### config.mk
export PLATFORM = sky130hd
export DESIGN_NAME = fifo_chain
export DESIGN_NICKNAME = d
export VERILOG_FILES = /design/src/rtl/fq_pkg.sv /design/src/rtl/fq_link.sv /design/src/rtl/fq_stage.sv /design/src/rtl/fifo_chain.sv
export SDC_FILE = /design/constraint.sdc
export NUM_CORES = 2
export LEC_CHECK = 0
export BUFFER_PORTS_ARGS = -buffer_cell sky130_fd_sc_hd__buf_2
export CELL_PAD_IN_SITES_DETAIL_PLACEMENT = 1
export CELL_PAD_IN_SITES_GLOBAL_PLACEMENT = 2
export CORE_UTILIZATION = 40
export CTS_CLUSTER_SIZE = 16
export DETAILED_ROUTE_END_ITERATION = 16
export PLACE_DENSITY_LB_ADDON = 0.1
export SLEW_MARGIN = 20
export SYNTH_ARGS = -nofsm -noshare
export SYNTH_HDL_FRONTEND = slang
export SYNTH_SLANG_ARGS = --single-unit
### constraint.sdc
create_clock -name clk -period 31 [get_ports clk]
set_clock_uncertainty 0.05 [all_clocks]
set_input_delay 3.1 -clock clk [delete_from_list [all_inputs] [get_ports clk]]
set_output_delay 3.1 -clock clk [all_outputs]
set_load 0.03 [all_outputs]
### src/rtl/fq_pkg.sv
package fq_pkg;

    typedef enum logic {
        MODE_STANDARD = 1'b0,
        MODE_FWFT     = 1'b1
    } fq_mode_e;

    function automatic int fq_next(input int ptr, input int depth);
        return (ptr == depth - 1) ? 0 : ptr + 1;
    endfunction

endpackage

### src/rtl/fq_link.sv
module fq_link (
    input  logic up_empty,
    input  logic dn_full,
    output logic xfer
);
    // One strobe drives the upstream read and the downstream write.
    assign xfer = ~(up_empty | dn_full);
endmodule

### src/rtl/fq_stage.sv
module fq_stage
    import fq_pkg::*;
#(
    parameter int       W      = 4,
    parameter int       DEPTH  = 512,
    parameter int       AF_GAP = 16,
    parameter int       AE_GAP = 16,
    parameter fq_mode_e MODE   = MODE_STANDARD
) (
    input  logic         clk,
    input  logic         rst_n,
    input  logic         wr_en,
    input  logic [W-1:0] wr_data,
    input  logic         rd_en,
    output logic [W-1:0] rd_data,
    output logic         full,
    output logic         empty,
    output logic         almost_full,
    output logic         almost_empty
);
    localparam int AW = (DEPTH > 1) ? $clog2(DEPTH) : 1;
    localparam int CW = $clog2(DEPTH + 1);
    localparam logic [CW-1:0] FULL_CNT = CW'(DEPTH);
    localparam logic [CW-1:0] AF_LEVEL = CW'(DEPTH - AF_GAP);
    localparam logic [CW-1:0] AE_LEVEL = CW'(AE_GAP);

    typedef struct packed {
        logic [AW-1:0] wptr;
        logic [AW-1:0] rptr;
        logic [CW-1:0] count;
        logic          full;
        logic          empty;
        logic          afull;
        logic          aempty;
        logic [W-1:0]  dout;
    } st_t;

    st_t s_d, s_q;
    logic [W-1:0] mem [DEPTH];
    logic wr_ok, rd_ok;

    always_comb begin
        wr_ok = wr_en & ~s_q.full;
        rd_ok = rd_en & ~s_q.empty;
        s_d   = s_q;
        if (wr_ok) s_d.wptr = AW'(fq_next(int'(s_q.wptr), DEPTH));
        if (rd_ok) begin
            s_d.rptr = AW'(fq_next(int'(s_q.rptr), DEPTH));
            s_d.dout = mem[s_q.rptr];
        end
        unique case ({wr_ok, rd_ok})
            2'b10:   s_d.count = s_q.count + 1'b1;
            2'b01:   s_d.count = s_q.count - 1'b1;
            default: s_d.count = s_q.count;
        endcase
        s_d.full   = (s_d.count == FULL_CNT);
        s_d.empty  = (s_d.count == '0);
        s_d.afull  = (s_d.count >= AF_LEVEL);
        s_d.aempty = (s_d.count <= AE_LEVEL);
    end

    always_ff @(posedge clk or negedge rst_n) begin
        if (!rst_n) begin
            s_q        <= '0;
            s_q.empty  <= 1'b1;
            s_q.aempty <= 1'b1;
        end else begin
            s_q <= s_d;
        end
    end

    always_ff @(posedge clk) begin
        if (wr_ok) mem[s_q.wptr] <= wr_data;
    end

    generate
        if (MODE == MODE_FWFT) begin : g_fwft
            assign rd_data = mem[s_q.rptr];
        end else begin : g_std
            assign rd_data = s_q.dout;
            // registered output moves only on an accepted read
            p_dout_hold_r7: assert property (@(posedge clk) disable iff (!rst_n)
                !(rd_en && !empty) |=> $stable(rd_data));
        end
    endgenerate

    assign full         = s_q.full;
    assign empty        = s_q.empty;
    assign almost_full  = s_q.afull;
    assign almost_empty = s_q.aempty;

    p_no_overflow_r3: assert property (@(posedge clk) disable iff (!rst_n)
        s_q.count <= FULL_CNT);
    p_blocked_write_r3: assert property (@(posedge clk) disable iff (!rst_n)
        (wr_en && full) |=> $stable(s_q.wptr));
    p_blocked_read_r4: assert property (@(posedge clk) disable iff (!rst_n)
        (rd_en && empty) |=> $stable(s_q.rptr));
    p_flags_exclusive_r3: assert property (@(posedge clk) disable iff (!rst_n)
        !(full && empty));
endmodule

### src/rtl/fifo_chain.sv
module fifo_chain
    import fq_pkg::*;
#(
    parameter int DATA_W      = 4,
    parameter int STAGE_DEPTH = 512,
    parameter int STAGES      = 2,
    parameter int AF_GAP      = 16,
    parameter int AE_GAP      = 16
) (
    input  logic              clk,
    input  logic              rst_n,
    input  logic              wr_en,
    input  logic [DATA_W-1:0] wr_data,
    output logic              full,
    output logic              almost_full,
    input  logic              rd_en,
    output logic [DATA_W-1:0] rd_data,
    output logic              empty,
    output logic              almost_empty
);
    localparam int LAST  = STAGES - 1;
    localparam int LINKS = STAGES - 1;

    logic [DATA_W-1:0] s_din  [STAGES];
    logic [DATA_W-1:0] s_dout [STAGES];
    logic [STAGES-1:0] s_we, s_re, s_full, s_empty, s_af, s_ae;
    logic [LINKS-1:0]  xfer;

    // a chain needs a head stage and a tail stage
    initial begin
        a_min_stages_r1: assert (STAGES >= 2)
            else $error("fifo_chain: STAGES must be at least 2");
    end

    assign s_we[0]    = wr_en;
    assign s_din[0]   = wr_data;
    assign s_re[LAST] = rd_en;

    generate
        for (genvar i = 0; i < STAGES; i++) begin : g_stage
            localparam fq_mode_e SMODE = (i < LAST) ? MODE_FWFT : MODE_STANDARD;
            fq_stage #(
                .W(DATA_W), .DEPTH(STAGE_DEPTH),
                .AF_GAP(AF_GAP), .AE_GAP(AE_GAP), .MODE(SMODE)
            ) u_stage (
                .clk(clk), .rst_n(rst_n),
                .wr_en(s_we[i]), .wr_data(s_din[i]),
                .rd_en(s_re[i]), .rd_data(s_dout[i]),
                .full(s_full[i]), .empty(s_empty[i]),
                .almost_full(s_af[i]), .almost_empty(s_ae[i])
            );
            p_full_af_r5: assert property (@(posedge clk) disable iff (!rst_n)
                s_full[i] |-> s_af[i]);
            p_empty_ae_r6: assert property (@(posedge clk) disable iff (!rst_n)
                s_empty[i] |-> s_ae[i]);
        end

        for (genvar j = 0; j < LINKS; j++) begin : g_link
            fq_link u_link (
                .up_empty(s_empty[j]),
                .dn_full(s_full[j+1]),
                .xfer(xfer[j])
            );
            assign s_re[j]    = xfer[j];
            assign s_we[j+1]  = xfer[j];
            assign s_din[j+1] = s_dout[j];
            // each strobe lands a word in the next stage
            p_link_moves_r2: assert property (@(posedge clk) disable iff (!rst_n)
                xfer[j] |=> !s_empty[j+1]);
        end
    endgenerate

    assign full         = s_full[0];
    assign almost_full  = s_af[0];
    assign empty        = s_empty[LAST];
    assign almost_empty = s_ae[LAST];
    assign rd_data      = s_dout[LAST];
endmodule

==> metrics <==
Top delay family on crit path=buffers and inverters; hold_buf cts=0; share of the synthesized area in the top cell type=0.7412; stages on the worst setup path=16; ANT nets after route=0; worst setup margin=20.56 ns; postcts setup bufs=0; Net Sw Power=6509 µW; HP Class=register to register; Area contributors post-synth=edfxtp_1 (74%), mux4_2 (13%), nor2_1 (2.6%), mux2i_1 (1.3%), dfrtp_1 (0.95%); initial core utilization=0.4017; final core utilization=0.4516; DP Cell Count=13670; Worst EP required=31.58 ns; Post-Layout Cell Count=14510; area of the die=0.4174 mm²; fin. max-slew vios=0; hold depth=1; Synth cell types=93; core area=0.4131 mm²; Worst R2R Path Depth=16; syn_nets=8595; outcome=finished, final reports clean; most frequent cell after synthesis=edfxtp_1; DRT Wirelength=510900 µm; Seq/Total Area, Yosys=0.7512; mapped cell area=0.1659 mm²; Fmax achieved=95.74 MHz; clk sink count=4162; final instance area=0.1866 mm²; Num CTS Buffers=448; total negative slack=0 ns; initial antenna violation count=40; Detailed Routing Iterations Pass 1=6; Clock power frac=0.283; switching power share of the total=0.3468; first-pass GRT wire length=718900 µm; io pins=16; Cell Pwr Density=100.6 mW/mm²; CP arrival=11.03 ns; leakage power=0.05753 µW; Worst path slowest cell=buf_4; Die H=646.1 µm; Mapped Cells=8568; drt drc=0; ys async rst share=0.01586; gr ovfl total=0; Worst Tran Pin Value=1.328 ns; combinational share of power=0.311; area leader, netlist=edfxtp_1; Post-Syn Area per Cell=19.37 µm²; Seq cells post-synth=4162; Setup Viol. Count Final=0; clk_lat worst skew=1.02 ns; Crit Path Max Fanout=100; DP Worst Slack=19.78 ns; vias in the first global route=89790; clock transition at the registers of the reported paths=0.06 ns; startpoint types=register; RSZ-0062 raised after global routing=no; maximum number of pins on one net before global-route repair=210; num rows=236; Worst Path Class, Setup=register to register; cts repair resizes=0; Peak VDD IR=162.8 µV; placed inst area=0.1720 mm²; HPWL Detailed=310600 µm; sequential share of power=0.406; H-tree depth=5; Initial DRC Count=9403; root buffer cell=clkbuf_16; Worst slew margin=0.1086; Yosys warning count=0; DR WL/cell=35.22 µm; share of layout cells above drive strength 1=0.2179; area grow syn2layout=12.42%; reported max-cap violation count=0; Primary FF master, synth=edfxtp_1; kind of end point of the critical path=register; CP dominant cell by count=buf_4; most common library cells after synthesis=edfxtp_1 (4096), nor2_1 (1140), mux4_2 (948); fin nets=8679; Fin. Hold Viols=0; minimum clock period=10.44 ns; PortBufs=15; CTS tree=done; crit path cell chain=buf_12 -> buf_4 -> buf_4 -> buf_4 -> buf_4 -> buf_4 -> mux4_2 -> a22oi_1 -> a21oi_1 -> nor4_1 -> o32ai_1 -> and3_4 -> buf_4 -> buf_4 -> buf_16 -> buf_4; Internal Power=12260 µW; CTS max path bufs=4; Post-synth EDFFs=4096; Die Wd=646.1 µm; Placer Congestion=0.7998; drt via density=5.951; Worst Path Buf+Inv=10; via count=86340; fin crit share=0.3369; CP max stage delay=0.85 ns; All-Layer GR Usage=0.2431
==> placed cells by master (no fill, tap or decap), drive strengths merged, types with 53 or more instances in the layout <==
cell type | synthesis | layout
dfrtp | 63 | 63
clkbuf | 302 | 536
o22ai | 69 | 69
a21oi | 113 | 113
mux4 | 992 | 992
a22oi | 146 | 146
o21ai | 81 | 81
nand2 | 312 | 312
mux2i | 212 | 212
nand3 | 53 | 53
nor3 | 61 | 61
edfxtp | 4096 | 4096
clkinv | 3 | 204
nor2 | 1140 | 1140
buf | 291 | 227
==> final timing paths <==
path | from | to | slack, ns
max | g_stage[0].u_stage.s_q[18] | g_stage[1].u_stage.mem[494][3] | 20.56
min | g_stage[1].u_stage.s_q[17] | g_stage[1].u_stage.s_q[17] | 0.46
max reg2reg | g_stage[0].u_stage.s_q[18] | g_stage[1].u_stage.mem[494][3] | 20.56
min reg2reg | g_stage[1].u_stage.s_q[17] | g_stage[1].u_stage.s_q[17] | 0.46
max in group asynchronous | rst_n | g_stage[1].u_stage.s_q[18] | 27.67
min in group asynchronous | rst_n | g_stage[0].u_stage.s_q[28] | 1.88
==> state kept, by name, indices dropped and copies added, names as in the netlist <==
| signal | flops |
|---|---|
| g_stage.u_stage.mem | 4096 |
| g_stage.u_stage.s_q | 56 |
| g_stage.u_stage.rd_data | 4 |
| g_stage.u_stage.empty | 2 |
| g_stage.u_stage.full | 2 |
| g_stage.u_stage.almost_full | 1 |
| g_stage.u_stage.almost_empty | 1 |
==> logic make-up after synthesis <==
group,synth area share
flops,0.7512
xor+xnor,0.001214
simple gates,0.04615
compound gates,0.02995
fa+ha+maj,0.001433
buf+inv,0.01945
mux,0.1506
==> worst reg2reg max path, cell delays in order, from the launching register on <==
cell	delay [ns]
dfrtp_4	0.75
buf_12	0.52
buf_4	0.69
buf_4	0.80
buf_4	0.71
buf_4	0.76
buf_4	0.70
mux4_2	0.40
a22oi_1	0.11
a21oi_1	0.48
nor4_1	0.09
o32ai_1	0.60
and3_4	0.76
buf_4	0.81
buf_4	0.56
buf_16	0.31
buf_4	0.94
==> power by group through the flow <==
stage	combinational, µW	sequential [µW]	clock [µW]
after floorplan	3360	8360	0
after global placement	5770	7730	0
after detailed placement	5900	7740	0
after CTS	5900	7620	5420
after global routing	6150	7630	5590
final	5840	7610	5320
==> stage by stage <==
step	hold slack [ns]	power, µW
after floorplan	0.4109	11720
after global placement	0.4436	13500
after detailed placement	0.4552	13630
after CTS	0.4633	18930
after global routing	0.4966	19370
final	0.4605	18770
==> area by class of cell <==
class,count,area [µm²]
Fill cell,37920,226500
Sequential cell,4162,124700
Multi-Input combinational cell,3791,38540
Clock buffer,536,11670
Tap cell,5474,6849
Clock inverter,285,2769
Timing Repair Buffer,227,1921
Inverter,22,87.58
Antenna cell,11,27.53
==> per-layer routing <==
metal / GRT usage / share of wire / vias to the layer above
li1: - / - / 35140
met1: 0.3679 / 0.45 / 47450
met2: 0.3714 / 0.45 / 3104
met3: 0.03988 / 0.072 / 648
met4: 0.05276 / 0.021 / 2
met5: 0 / 0.000022 / -
(Power assumes the default switching activity.)
